[config.mk]
export PLATFORM = sky130hd
export DESIGN_NAME = rbu_top
export DESIGN_NICKNAME = d
export VERILOG_FILES = /design/src/rtl/rbu_pkg.sv /design/src/rtl/rbu_decode.sv /design/src/rtl/rbu_cond.sv /design/src/rtl/rbu_target.sv /design/src/rtl/rbu_cost.sv /design/src/rtl/rbu_top.sv
export SDC_FILE = /design/constraint.sdc
export NUM_CORES = 1
export LEC_CHECK = 0
export ABC_AREA = 0
export BUFFER_PORTS_ARGS = -buffer_cell sky130_fd_sc_hd__buf_2
export CAP_MARGIN = 20
export CORE_AREA = 5 5 80 96
export CTS_CLUSTER_SIZE = 8
export DETAILED_ROUTE_END_ITERATION = 16
export DIE_AREA = 0 0 85 101
export GPL_ROUTABILITY_DRIVEN = 0
export HOLD_SLACK_MARGIN = 0.08
export RECOVER_POWER = 25
export SLEW_MARGIN = 5
export SYNTH_ARGS = -nofsm -noshare
export SYNTH_HDL_FRONTEND = slang
export SYNTH_SLANG_ARGS = --single-unit
[constraint.sdc]
create_clock -name clk_i -period 2.4 [get_ports clk_i]
set_input_delay 0.48 -clock clk_i [delete_from_list [all_inputs] [get_ports clk_i]]
set_output_delay 0.48 -clock clk_i [all_outputs]
set_load 0.02 [all_outputs]
[src/rtl/rbu_pkg.sv]
package rbu_pkg;
  typedef enum logic [3:0] {
    OP_ALWAYS      = 4'd0,
    OP_C_CLR       = 4'd1,
    OP_C_SET       = 4'd2,
    OP_Z_SET       = 4'd3,
    OP_Z_CLR       = 4'd4,
    OP_N_SET       = 4'd5,
    OP_N_CLR       = 4'd6,
    OP_V_CLR       = 4'd7,
    OP_V_SET       = 4'd8,
    OP_ACC_BIT_CLR = 4'd9,
    OP_ACC_BIT_SET = 4'd10,
    OP_MEM_BIT_CLR = 4'd11,
    OP_MEM_BIT_SET = 4'd12
  } br_op_e;

  typedef enum logic [2:0] {
    CLS_NONE   = 3'd0,
    CLS_ALWAYS = 3'd1,
    CLS_FLAG   = 3'd2,
    CLS_ACC    = 3'd3,
    CLS_MEM    = 3'd4
  } br_cls_e;

  localparam logic [2:0] FLG_N = 3'd7;
  localparam logic [2:0] FLG_V = 3'd6;
  localparam logic [2:0] FLG_Z = 3'd1;
  localparam logic [2:0] FLG_C = 3'd0;

  typedef struct packed {
    br_cls_e    cls;
    logic       want_set;
    logic [2:0] flag_idx;
  } br_dec_t;
endpackage

[src/rtl/rbu_decode.sv]
module rbu_decode
  import rbu_pkg::*;
(
  input  logic [3:0] op_i,
  output br_dec_t    dec_o
);
  always_comb begin
    dec_o = '{cls: CLS_NONE, want_set: 1'b0, flag_idx: FLG_C};
    case (op_i)
      OP_ALWAYS:      dec_o.cls = CLS_ALWAYS;
      OP_C_CLR:       dec_o = '{CLS_FLAG, 1'b0, FLG_C};
      OP_C_SET:       dec_o = '{CLS_FLAG, 1'b1, FLG_C};
      OP_Z_SET:       dec_o = '{CLS_FLAG, 1'b1, FLG_Z};
      OP_Z_CLR:       dec_o = '{CLS_FLAG, 1'b0, FLG_Z};
      OP_N_SET:       dec_o = '{CLS_FLAG, 1'b1, FLG_N};
      OP_N_CLR:       dec_o = '{CLS_FLAG, 1'b0, FLG_N};
      OP_V_CLR:       dec_o = '{CLS_FLAG, 1'b0, FLG_V};
      OP_V_SET:       dec_o = '{CLS_FLAG, 1'b1, FLG_V};
      OP_ACC_BIT_CLR: dec_o = '{CLS_ACC, 1'b0, FLG_C};
      OP_ACC_BIT_SET: dec_o = '{CLS_ACC, 1'b1, FLG_C};
      OP_MEM_BIT_CLR: dec_o = '{CLS_MEM, 1'b0, FLG_C};
      OP_MEM_BIT_SET: dec_o = '{CLS_MEM, 1'b1, FLG_C};
      default:        dec_o.cls = CLS_NONE;
    endcase
  end
endmodule

[src/rtl/rbu_cond.sv]
module rbu_cond
  import rbu_pkg::*;
#(
  parameter int DATA_W = 8,
  localparam int BIT_W = $clog2(DATA_W)
) (
  input  br_dec_t           dec_i,
  input  logic [7:0]        flags_i,
  input  logic [DATA_W-1:0] data_i,
  input  logic [BIT_W-1:0]  bit_sel_i,
  output logic              taken_o
);
  logic tested;

  always_comb begin
    unique case (dec_i.cls)
      CLS_FLAG:         tested = flags_i[dec_i.flag_idx];
      CLS_ACC, CLS_MEM: tested = data_i[bit_sel_i];
      default:          tested = 1'b0;
    endcase
  end

  always_comb begin
    case (dec_i.cls)
      CLS_ALWAYS:                 taken_o = 1'b1;
      CLS_FLAG, CLS_ACC, CLS_MEM: taken_o = (tested == dec_i.want_set);
      default:                    taken_o = 1'b0;
    endcase
  end

  // non-branch codes never take
  always_comb begin
    if (dec_i.cls == CLS_NONE) a_r9_none_not_taken: assert (!taken_o);
  end
endmodule

[src/rtl/rbu_target.sv]
module rbu_target #(
  parameter int PC_W   = 16,
  parameter int DISP_W = 8
) (
  input  logic [PC_W-1:0]   next_pc_i,
  input  logic [DISP_W-1:0] disp_i,
  input  logic              taken_i,
  output logic [PC_W-1:0]   target_o
);
  localparam int EXT_W = PC_W - DISP_W;

  logic [PC_W-1:0] disp_ext;
  logic [PC_W-1:0] sum;

  assign disp_ext = {{EXT_W{disp_i[DISP_W-1]}}, disp_i};
  assign sum      = next_pc_i + disp_ext;
  assign target_o = taken_i ? sum : next_pc_i;
endmodule

[src/rtl/rbu_cost.sv]
module rbu_cost
  import rbu_pkg::*;
#(
  parameter int CYC_W       = 4,
  parameter int FLAG_NT     = 2,
  parameter int FLAG_TK     = 4,
  parameter int ALWAYS_TK   = 4,
  parameter int ACC_NT      = 4,
  parameter int ACC_TK      = 6,
  parameter int MEM_NT      = 5,
  parameter int MEM_TK      = 7
) (
  input  br_cls_e          cls_i,
  input  logic             taken_i,
  output logic [CYC_W-1:0] cycles_o
);
  always_comb begin
    case (cls_i)
      CLS_ALWAYS: cycles_o = CYC_W'(ALWAYS_TK);
      CLS_FLAG:   cycles_o = taken_i ? CYC_W'(FLAG_TK) : CYC_W'(FLAG_NT);
      CLS_ACC:    cycles_o = taken_i ? CYC_W'(ACC_TK)  : CYC_W'(ACC_NT);
      CLS_MEM:    cycles_o = taken_i ? CYC_W'(MEM_TK)  : CYC_W'(MEM_NT);
      default:    cycles_o = '0;
    endcase
  end
endmodule

[src/rtl/rbu_top.sv]
module rbu_top
  import rbu_pkg::*;
#(
  parameter int PC_W   = 16,
  parameter int DISP_W = 8,
  parameter int DATA_W = 8,
  parameter int CYC_W  = 4,
  localparam int BIT_W = $clog2(DATA_W)
) (
  input  logic              clk_i,
  input  logic              rst_ni,
  input  logic              valid_i,
  input  logic [3:0]        op_i,
  input  logic [7:0]        flags_i,
  input  logic [DATA_W-1:0] data_i,
  input  logic [BIT_W-1:0]  bit_sel_i,
  input  logic [PC_W-1:0]   next_pc_i,
  input  logic [DISP_W-1:0] disp_i,
  output logic              valid_o,
  output logic              taken_o,
  output logic [PC_W-1:0]   target_o,
  output logic [CYC_W-1:0]  cycles_o
);
  br_dec_t          dec;
  logic             taken_c;
  logic [PC_W-1:0]  target_c;
  logic [CYC_W-1:0] cycles_c;

  rbu_decode u_dec (.op_i(op_i), .dec_o(dec));

  rbu_cond #(.DATA_W(DATA_W)) u_cond (
    .dec_i(dec), .flags_i(flags_i), .data_i(data_i),
    .bit_sel_i(bit_sel_i), .taken_o(taken_c)
  );

  rbu_target #(.PC_W(PC_W), .DISP_W(DISP_W)) u_tgt (
    .next_pc_i(next_pc_i), .disp_i(disp_i), .taken_i(taken_c),
    .target_o(target_c)
  );

  rbu_cost #(.CYC_W(CYC_W)) u_cost (
    .cls_i(dec.cls), .taken_i(taken_c), .cycles_o(cycles_c)
  );

  always_ff @(posedge clk_i or negedge rst_ni) begin
    if (!rst_ni) begin
      valid_o  <= 1'b0;
      taken_o  <= 1'b0;
      target_o <= '0;
      cycles_o <= '0;
    end else begin
      valid_o <= valid_i;
      if (valid_i) begin
        taken_o  <= taken_c;
        target_o <= target_c;
        cycles_o <= cycles_c;
      end
    end
  end

  a_r2_valid_follows: assert property (@(posedge clk_i) disable iff (!rst_ni)
    valid_i |=> valid_o);
  a_r2_hold: assert property (@(posedge clk_i) disable iff (!rst_ni)
    !valid_i |=> (!valid_o && $stable(target_o) && $stable(taken_o) && $stable(cycles_o)));
  a_r7_not_taken_target: assert property (@(posedge clk_i) disable iff (!rst_ni)
    (valid_i && !taken_c) |=> (target_o == $past(next_pc_i)));
  a_r4_always_taken: assert property (@(posedge clk_i) disable iff (!rst_ni)
    (valid_i && op_i == 4'd0) |=> (taken_o && cycles_o == CYC_W'(4)));
  a_r8_taken_cost: assert property (@(posedge clk_i) disable iff (!rst_ni)
    (valid_o && taken_o) |-> (cycles_o >= CYC_W'(4)));
endmodule

==> results of run 1 <==
[power groups by stage]
stage,Clock [mW],Combinational (mW),Sequential [mW]
2_1_floorplan,0,0.330,0.531
3_3_place_gp,0,0.663,0.452
3_5_place_dp,0,0.672,0.453
4_1_cts,0.244,0.686,0.447
5_1_grt,0.262,0.787,0.455
6_report,0.233,0.716,0.446
[layout make-up]
class	count	area [sq um]	area share
clock buffer	4	45.04	0.01596
timing repair buffer	112	696.9	0.2470
multi-input combinational	181	1400	0.4962
tap	87	108.9	0.03858
sequential	21	525.5	0.1863
inverter	12	45.04	0.01596
[cell usage after synthesis (2+ instances only)]
cell | instances | area (sq um)
xor2_1 | 4 | 35.03
mux2i_1 | 15 | 150.1
a211oi_1 | 2 | 15.01
dfrtp_1 | 21 | 525.5
and3_1 | 2 | 12.51
buf_4 | 3 | 22.52
nor2_1 | 25 | 93.84
a31oi_1 | 8 | 50.05
inv_1 | 12 | 45.04
nand2_1 | 10 | 37.54
or2_2 | 3 | 18.77
a21o_1 | 5 | 37.54
a21oi_1 | 26 | 130.1
nor2b_1 | 8 | 50.05
clkbuf_1 | 5 | 18.77
o21ai_0 | 9 | 45.04
nand4_1 | 2 | 12.51
o31ai_1 | 2 | 15.01
xnor2_1 | 10 | 87.58
ha_1 | 15 | 187.7
nand3_1 | 7 | 35.03
mux4_1 | 2 | 52.55
o211ai_1 | 2 | 15.01
or3_1 | 3 | 18.77
[worst paths after layout]
check	startpoint	cells past startpoint	to	slack [ns]
worst min register to register	target_o[6]	2	target_o[6]	0.53
worst max register to register	target_o[14]	3	target_o[14]	1.55
worst max-delay path	bit_sel_i[0]	10	target_o[1]	-0.0007
worst min-delay path	rst_ni	1	valid_o	0.44
min in group clk_i	next_pc_i[12]	3	target_o[12]	0.49
max in group asynchronous	rst_ni	1	target_o[5]	1.25
[placed cells by master, fill, tap and decap left out, types with 2 or more instances in the layout]
| cell type | synthesis | layout |
|---|---|---|
| buf_2 | 1 | 64 |
| buf_4 | 3 | 45 |
| nor2_1 | 25 | 25 |
| a21oi_1 | 26 | 25 |
| dfrtp_1 | 21 | 21 |
| mux2i_1 | 15 | 15 |
| inv_1 | 12 | 11 |
| ha_1 | 15 | 11 |
| nand2_1 | 10 | 10 |
| xnor2_1 | 10 | 10 |
| nor2b_1 | 8 | 8 |
| a31oi_1 | 8 | 8 |
| nand3_1 | 7 | 7 |
| a21o_1 | 5 | 5 |
| o21ai_0 | 9 | 5 |
| xor2_1 | 4 | 4 |
| ha_4 | 0 | 4 |
| or3_1 | 3 | 3 |
| or2_2 | 3 | 3 |
| o21ai_1 | 0 | 3 |
| clkbuf_8 | 0 | 3 |
| and3_1 | 2 | 2 |
| mux4_2 | 0 | 2 |
| a211oi_1 | 2 | 2 |
| o21ai_4 | 1 | 2 |
| o211ai_1 | 2 | 2 |
| nand4_1 | 2 | 2 |
| clkbuf_1 | 5 | 2 |
[metrics by stage]
| step | std cells | power [mW] |
|---|---|---|
| 5_1_grt | 417 | 1.504 |
| 2_1_floorplan | 223 | 0.8608 |
| 3_5_place_dp | 408 | 1.126 |
| 4_1_cts | 412 | 1.377 |
| 6_report | 417 | 1.395 |
| 3_3_place_gp | 408 | 1.116 |
[repair_timing]
| item | in CTS | in global routing |
|---|---|---|
| gates cloned | 0 | 1 |
| setup endpoints to repair | 5 | 15 |
| setup buffers | 0 | 4 |
| gates resized for setup | 5 | 12 |
| pin swaps | 2 | 12 |
[worst max-delay path: stages]
cell      delay (ns)
buf_8           0.08
mux4_2          0.51
mux2i_4         0.19
nor2b_1         0.07
a31o_1          0.21
a211oi_4        0.31
o21ai_4         0.14
buf_4           0.15
or2_2           0.26
a31oi_1         0.17
[cell families (layout without fill, tap and decap cells)]
group / count (synthesis) / in the layout / synth area share
adders and majority gates: 16 / 16 / 0.1079
and+or+nand+nor: 64 / 64 / 0.1600
muxes: 19 / 19 / 0.1183
xor gates and xnor gates: 14 / 14 / 0.06372
buffers and inverters: 22 / 128 / 0.05331
AOI/OAI and AO/OA: 66 / 67 / 0.2217
DFF: 21 / 21 / 0.2731
other: 1 / 1 / 0.001949
[per-layer routing]
layer | track usage | up-vias
met4 | 0.03289 | 0
met3 | 0.02208 | 2
met2 | 0.2189 | 38
met1 | 0.1390 | 921
li1 | - | 1025
met5 | 0 | -
[sequential cells by signal (all words and copies together) (netlist names)]
register and count:
taken_o 1, cycles_o 3, valid_o 1, target_o 16
==> impl_metrics.csv, run 1 <==
group,metric,value,unit
status,run_status,"finished with violations",
status,failed_checks,"setup timing",
setup_path,worstPathRequired,2.58,ns
sta,hold-worst-slack,0.4419,ns
drt,wl_met3,273,microns
die,die_height,101,microns
pwr,combPwrFrac,0.513,
grt,grt_max_degree,26,
cts,cts_hold_buf,0,
grt,grt_pass1_vias,1969,
pwr,power_density,494.4,mW/mm^2
placement,placedInstanceArea,0.002628,sq mm
sta,setup_viol,1,
drt,drcViolationCount,0,
yosys,syn_avg_cell_area,8.629,sq um
yosys,async_reset_ff_frac,1.000,
grt,grt_usage,0.1187,
setup_path,cp-start-kind,"primary input",
setup_path,crit_path_end_kind,"flip-flop",
sta,worst_slack,-0.0007043,ns
yosys,postSynthNetCount,289,
setup_path,path_max_fanout,5,
yosys,synthCells,223,
sta,report.final.hold_viol_count,0,
pwr,intPower,876.4,uW
placement,pre_cts_ws,-0.3952,ns
final_layout,final_nets,397,
yosys,ys_warn_count,0,
sta,worstMarginPinSlew,1.189,ns
cts,root_buffer,"clkbuf_8",
die,rows,33,
cts,htreeDepth,1,
drt,wl_per_cell,12.58,microns
final_layout,synthToLayoutAreaGrowth,46.62,%
yosys,ys_types,46,
sta,setup_tns,-0.0007043,ns
sta,period_share,1.000,
die,die_w,85,microns
sta,skew,0,ns
final_layout,final_cell_area,0.002821,sq mm
drt,vias,1986,
cts,cts_buffers,3,
final_layout,post-route-util,0.4218,
cts,cts.reportedPaths.clkPinSlew,0.08,ns
cts,cts.sinks,21,
grt,grt_overflow,0,
final_layout,layout-drive-gt1-share,0.4061,
die,start_util,0.2877,
yosys,synth_edf_count,0,
drt,viasPerCell,4.763,
sta,drv_slew,0,
drt,ant_nets,0,
die,core,0.006689,sq mm
pwr,p_leak,1.351,nW
yosys,synth_area,0.001924,sq mm
drt,top_layer,"met4",
drt,firstDrtPassIters,4,
grt,antenna_found_initial,0,
cts,tritoncts,"built",
cts,cts_buffer_depth,2,
final_layout,diodes,0,
grt,grt_first_pass_wirelength,8514,microns
yosys,seq_area_frac_synth,0.2731,
yosys,synth-seq-cells,21,
min_path,holdCritPathClass,"primary input to asynchronous set/reset pin",
sta,fin_crit,2.401,ns
yosys,synth-main-ff-cell,"dfrtp_1",
drt,routed_wl,5246,microns
pwr,p_clk_frac,0.167,
pwr,switchingPower,518.7,uW
die,pin_count,72,
placement,place_hpwl,4370,microns
cts,clock_latency,0.25,ns
drt,met2_length,2717,microns
flow_run,drv_cap,0,
sta,clock.fmax,0.4165,GHz
sta,relSlewSlack,0.2070,
placement,numPortBuffers,66,
setup_path,path_class,"primary input to flip-flop",
sta,rsz0062_at_grt,"true",
setup_path,arrival,2.58,ns
pwr,seqPwrFrac,0.320,
drt,drtIter0Drc,50,
drt,met1_length,2226,microns
pwr,sw_frac_of_total,0.3718,
pwr,max-vdd-ir-drop,0.2643,mV
die,die-area,0.008585,sq mm
final_layout,fill_cells,702,
No activity file was read; power rests on OpenSTA's default activity.
==> run 2: changes to the inputs <==
--- a/config.mk
+++ b/config.mk
@@ -15,6 +15,7 @@
 export GPL_ROUTABILITY_DRIVEN = 0
 export HOLD_SLACK_MARGIN = 0.08
 export RECOVER_POWER = 25
+export SETUP_SLACK_MARGIN = 0.1
 export SLEW_MARGIN = 5
 export SYNTH_ARGS = -nofsm -noshare
 export SYNTH_HDL_FRONTEND = slang
==> constraint.sdc (replaced) <==
create_clock -name clk_i -period 2.1 [get_ports clk_i]
set_input_delay 0.42 -clock clk_i [delete_from_list [all_inputs] [get_ports clk_i]]
set_output_delay 0.42 -clock clk_i [all_outputs]
set_load 0.02 [all_outputs]
==> run 2 against run 1 <==
  * Cell area is 5.1% higher
  * Core utilization up 2.2 points
  * Power grew 20%
  * The flow still finishes with violations (setup timing)
==> impl_metrics.csv, run 2 (synthesis gave the netlist of run 1 again) <==
group,metric,value,unit
final_layout,diodes,0,
status,run_status,"finished with violations",
sta,worstMarginPinSlew,1.268,ns
drt,drtIter0Drc,77,
cts,cts_buffers,3,
die,pin_count,72,
setup_path,path_cells,"buf_8, mux4_2, mux2i_4, nor2b_1, a31o_1, a211oi_4, buf_4, or2b_1, a31oi_1, mux2_4",
setup_path,worstReg2RegStart,"target_o[12]",
setup_path,critPathTopFamily,"multiplexers",
status,failed_checks,"setup timing",
sta,setup_viol,19,
final_layout,largest_register_ffs,16,
cts,cts.reportedPaths.clkPinSlew,0.09,ns
final_layout,synthToLayoutAreaGrowth,54.16,%
drt,ant_nets,0,
setup_path,arrival,2.47,ns
pwr,power_density,563.1,mW/mm^2
setup_path,cp_slowest_cell,"mux4_2",
final_layout,regMostFlops,"target_o",
sta,setup_tns,-1.790,ns
placement,pre_cts_ws,-0.5889,ns
sta,period_share,1.081,
cts,cts_hold_buf,0,
cts,htreeDepth,1,
setup_path,cp-start-kind,"primary input",
pwr,p_leak,1.417,nW
drt,drcViolationCount,0,
setup_path,path_class,"primary input to flip-flop",
grt,grt_usage,0.1334,
drt,firstDrtPassIters,4,
grt,grt_first_pass_wirelength,9522,microns
drt,wl_per_cell,13.47,microns
sta,skew,0,ns
setup_path,crit_buf_inv,2,
final_layout,reg.largest.list,"target_o x16, cycles_o x3",
grt,grt_pass1_vias,2182,
setup_path,worstPathRequired,2.30,ns
placement,numPortBuffers,66,
final_layout,layout-drive-gt1-share,0.4487,
sta,clock.fmax,0.4406,GHz
final_layout,final_nets,408,
grt,grt_max_degree,28,
die,die_w,85,microns
setup_path,crit_path_end_kind,"flip-flop",
grt,grt_overflow,0,
sta,rsz0062_at_grt,"true",
final_layout,final_common_cell,"buf_2",
sta,worst_slack,-0.1698,ns
die,core,0.006689,sq mm
final_layout,fill_cells,678,
setup_path,critPathLaunch,"bit_sel_i[0]",
sta,hold-worst-slack,0.4094,ns
cts,tritoncts,"built",
die,rows,33,
cts,clock_latency,0.26,ns
cts,root_buffer,"clkbuf_8",
sta,drv_slew,0,
die,start_util,0.2877,
grt,antenna_found_initial,0,
min_path,holdCritPathClass,"primary input to asynchronous set/reset pin",
die,die-area,0.008585,sq mm
cts,cts_buffer_depth,2,
setup_path,path_max_fanout,3,
drt,routed_wl,5766,microns
sta,fin_crit,2.270,ns
final_layout,mostFrequentLayoutCells,"buf_2, buf_4, a21oi_1",
drt,viasPerCell,4.750,
die,die_height,101,microns
sta,report.final.hold_viol_count,0,
drt,vias,2033,
cts,cts.sinks,21,
placement,place_hpwl,4423,microns
pwr,max-vdd-ir-drop,0.1905,mV
flow_run,drv_cap,0,
setup_path,max_stage_delay,0.51,ns
sta,relSlewSlack,0.1550,
final_layout,post-route-util,0.4435,
[run 2: worst paths after layout]
check                                    end  slack (ns)  cells after the start
min in group clk_i              target_o[15]        0.45                      3
worst max register to register  target_o[12]        1.20                      3
worst max-delay path             cycles_o[2]       -0.17                     10
max in group asynchronous            valid_o        0.94                      1
worst min-delay path             target_o[4]        0.41                      1
worst min register to register   target_o[3]        0.53                      2
[run 2: what timing repair did]
action,CTS,global route
setup buffers,4,2
resized for setup,25,6
cloned,0,1
pin swaps,13,12
endpoints found under the setup margin,19,19
[run 2: worst register-to-register path: stages, from the launching register on]
cell,delay [ns]
dfrtp_1,0.38
nor2b_1,0.13
a31oi_1,0.18
o21ai_1,0.10
[run 2: layer usage]
metal	global-route usage	vias up	wire [microns]
met5	0	-	0
met4	0.03654	0	49
met3	0.01554	2	233
met2	0.2590	38	3057
met1	0.1513	958	2425
li1	-	1035	-
[run 2: power by group]
part	internal (mW)	switching (mW)
clock network	0.135	0.141
logic	0.434	0.448
registers	0.474	0.0377
[run 2: metrics by stage]
stage | cell area (sq um) | instances | power (mW)
5_1_grt | 2967 | 428 | 1.786
3_3_place_gp | 2691 | 417 | 1.296
3_5_place_dp | 2691 | 417 | 1.307
6_report | 2967 | 428 | 1.671
2_1_floorplan | 1938 | 223 | 0.9885
4_1_cts | 2887 | 425 | 1.646
[run 2: area by class of cell]
type / count / area [sq um] / area share
Inverter: 12 / 45.04 / 0.01518
Sequential cell: 21 / 525.5 / 0.1771
Tap cell: 87 / 108.9 / 0.03669
Clock buffer: 4 / 45.04 / 0.01518
Timing Repair Buffer: 123 / 785.8 / 0.2649
Multi-Input combinational cell: 181 / 1456 / 0.4909
==> run 3: changes to the inputs <==
--- a/config.mk
+++ b/config.mk
@@ -6,7 +6,7 @@
 export NUM_CORES = 1
 export LEC_CHECK = 0
 export ABC_AREA = 0
-export BUFFER_PORTS_ARGS = -buffer_cell sky130_fd_sc_hd__buf_2
+export BUFFER_PORTS_ARGS = -buffer_cell sky130_fd_sc_hd__clkbuf_2
 export CAP_MARGIN = 20
 export CORE_AREA = 5 5 80 96
 export CTS_CLUSTER_SIZE = 8
==> run 3 against run 2 <==
  * The run still ends with setup timing left
  * Via count up 1.6%
  * Sequential cell count unchanged
  * Die area unchanged
  * Fmax up 1.4%
  * Core utilization up 1.5 points
  * Routed wire length down 4.3%
  * Highest routed layer unchanged
==> impl_metrics.csv, run 3 (synthesis gave the netlist of run 1 again) <==
group,metric,value,unit
sta,setup_viol,17,
pwr,max-vdd-ir-drop,0.2636,mV
grt,antenna_found_initial,0,
sta,relSlewSlack,0.1643,
setup_path,crit_buf_inv,1,
drt,wl_per_cell,12.92,microns
die,die-area,0.008585,sq mm
sta,hold-worst-slack,0.4039,ns
cts,root_buffer,"clkbuf_8",
grt,grt_max_degree,27,
setup_path,path_class,"primary input to flip-flop",
setup_path,critPathTopFamily,"compound AO/OA/AOI/OAI gates",
cts,cts_hold_buf,0,
flow_run,drv_cap,0,
drt,ant_nets,0,
cts,cts.reportedPaths.clkPinSlew,0.08,ns
status,run_status,"finished with violations",
setup_path,cp_slowest_cell,"mux4_2",
setup_path,crit_path_end_kind,"flip-flop",
final_layout,mostFrequentLayoutCells,"clkbuf_2, buf_4, a21oi_1, nor2_1, dfrtp_1",
die,pin_count,72,
sta,drv_slew,0,
sta,rsz0062_at_grt,"true",
status,failed_checks,"setup timing",
drt,vias,2066,
cts,tritoncts,"built",
die,die_w,85,microns
cts,cts.sinks,21,
drt,drcViolationCount,0,
placement,place_hpwl,4300,microns
setup_path,arrival,2.42,ns
die,core,0.006689,sq mm
die,rows,33,
sta,skew,0,ns
final_layout,diodes,0,
die,start_util,0.2877,
setup_path,path_max_fanout,7,
drt,routed_wl,5516,microns
grt,grt_usage,0.1317,
final_layout,largest_register_ffs,16,
sta,worstMarginPinSlew,1.254,ns
pwr,intPower,1.063,mW
sta,worst_slack,-0.1375,ns
setup_path,cp-start-kind,"primary input",
drt,viasPerCell,4.838,
placement,dp_cells,414,
pwr,seqPwrFrac,0.305,
cts,clock_latency,0.26,ns
pwr,p_clk_frac,0.161,
die,die_height,101,microns
final_layout,post-route-util,0.4583,
setup_path,path_cells,"buf_8, mux4_2, mux2i_4, nor2b_1, a31o_1, a211oi_4, o21ai_4, or3_1, a31oi_1",
pwr,power_density,551.5,mW/mm^2
final_layout,layoutNonFillerInstCount,427,
cts,cts_buffer_depth,2,
final_layout,layout-drive-gt1-share,0.4676,
final_layout,reg.largest.list,"target_o x16, cycles_o x3",
placement,numPortBuffers,66,
drt,drtIter0Drc,60,
setup_path,max_stage_delay,0.51,ns
final_layout,final_nets,407,
grt,grt_pass1_vias,2151,
cts,htreeDepth,1,
grt,grt_first_pass_wirelength,9377,microns
pwr,sw_frac_of_total,0.3714,
grt,grt_overflow,0,
pwr,p_leak,1.457,nW
sta,clock.fmax,0.4469,GHz
min_path,holdCritPathClass,"primary input to asynchronous set/reset pin",
sta,period_share,1.065,
pwr,combPwrFrac,0.534,
setup_path,worstPathRequired,2.29,ns
drt,firstDrtPassIters,4,
final_layout,synthToLayoutAreaGrowth,59.30,%
final_layout,regMostFlops,"target_o",
sta,fin_crit,2.238,ns
pwr,switchingPower,627.9,uW
cts,cts_buffers,3,
final_layout,final_common_cell,"clkbuf_2",
sta,report.final.hold_viol_count,0,
[run 3: area by class of cell]
class | count | area, sq um
timing repair buffer | 123 | 847.1
inverter | 12 | 45.04
tap | 87 | 108.9
fill | 656 | 3623
clock buffer | 4 | 45.04
sequential | 21 | 525.5
multi-input combinational | 180 | 1494
[run 3: path summary, 6_finish.rpt]
path / depth (start not counted) / slack [ns] / start / to
max in group asynchronous: 1 / 0.96 / rst_ni / target_o[2]
worst min-delay path: 1 / 0.40 / rst_ni / cycles_o[1]
worst min register to register: 2 / 0.53 / target_o[0] / target_o[0]
worst max-delay path: 9 / -0.14 / bit_sel_i[0] / target_o[15]
min in group clk_i: 3 / 0.43 / next_pc_i[15] / target_o[15]
worst max register to register: 3 / 1.24 / target_o[14] / target_o[14]
[run 3: layer usage]
metal / vias to the layer above / global-route usage / share of wire
met4: 0 / 0.05481 / 0.017
met1: 974 / 0.1458 / 0.41
met2: 46 / 0.2458 / 0.53
met3: 6 / 0.02208 / 0.049
met5: - / 0 / 0
li1: 1040 / - / -
[run 3: repair_timing]
item,4_1_cts,5_1_grt
gates resized for setup,30,24
setup endpoints to repair,19,19
buffers inserted,5,4
pin swaps,13,18
[run 3: per-stage QoR]
step / setup slack [ns] / total power [mW] / setup TNS [ns] / area (sq um)
floorplan: -0.3350 / 0.9885 / -3.525 / 1938
global placement: -0.6068 / 1.288 / -8.348 / 2669
detailed placement: -0.5982 / 1.296 / -8.829 / 2669
CTS: -0.1689 / 1.656 / -1.572 / 2949
global route: -0.2024 / 1.818 / -2.557 / 3065
finish: -0.1375 / 1.691 / -1.001 / 3065
[run 3: worst register-to-register path, stage by stage (launching register included)]
cell	delay, ns
dfrtp_1	0.39
nor2b_1	0.13
a31oi_1	0.13
o21ai_1	0.08
[run 3: power by group through the flow]
| stage | Clock [mW] | Sequential (mW) | Combinational, mW |
|---|---|---|---|
| 6_report | 0.271 | 0.516 | 0.903 |
| 5_1_grt | 0.304 | 0.526 | 0.988 |
| 4_1_cts | 0.282 | 0.517 | 0.857 |
| 3_5_place_dp | 0 | 0.524 | 0.772 |
| 3_3_place_gp | 0 | 0.523 | 0.764 |
| 2_1_floorplan | 0 | 0.607 | 0.382 |
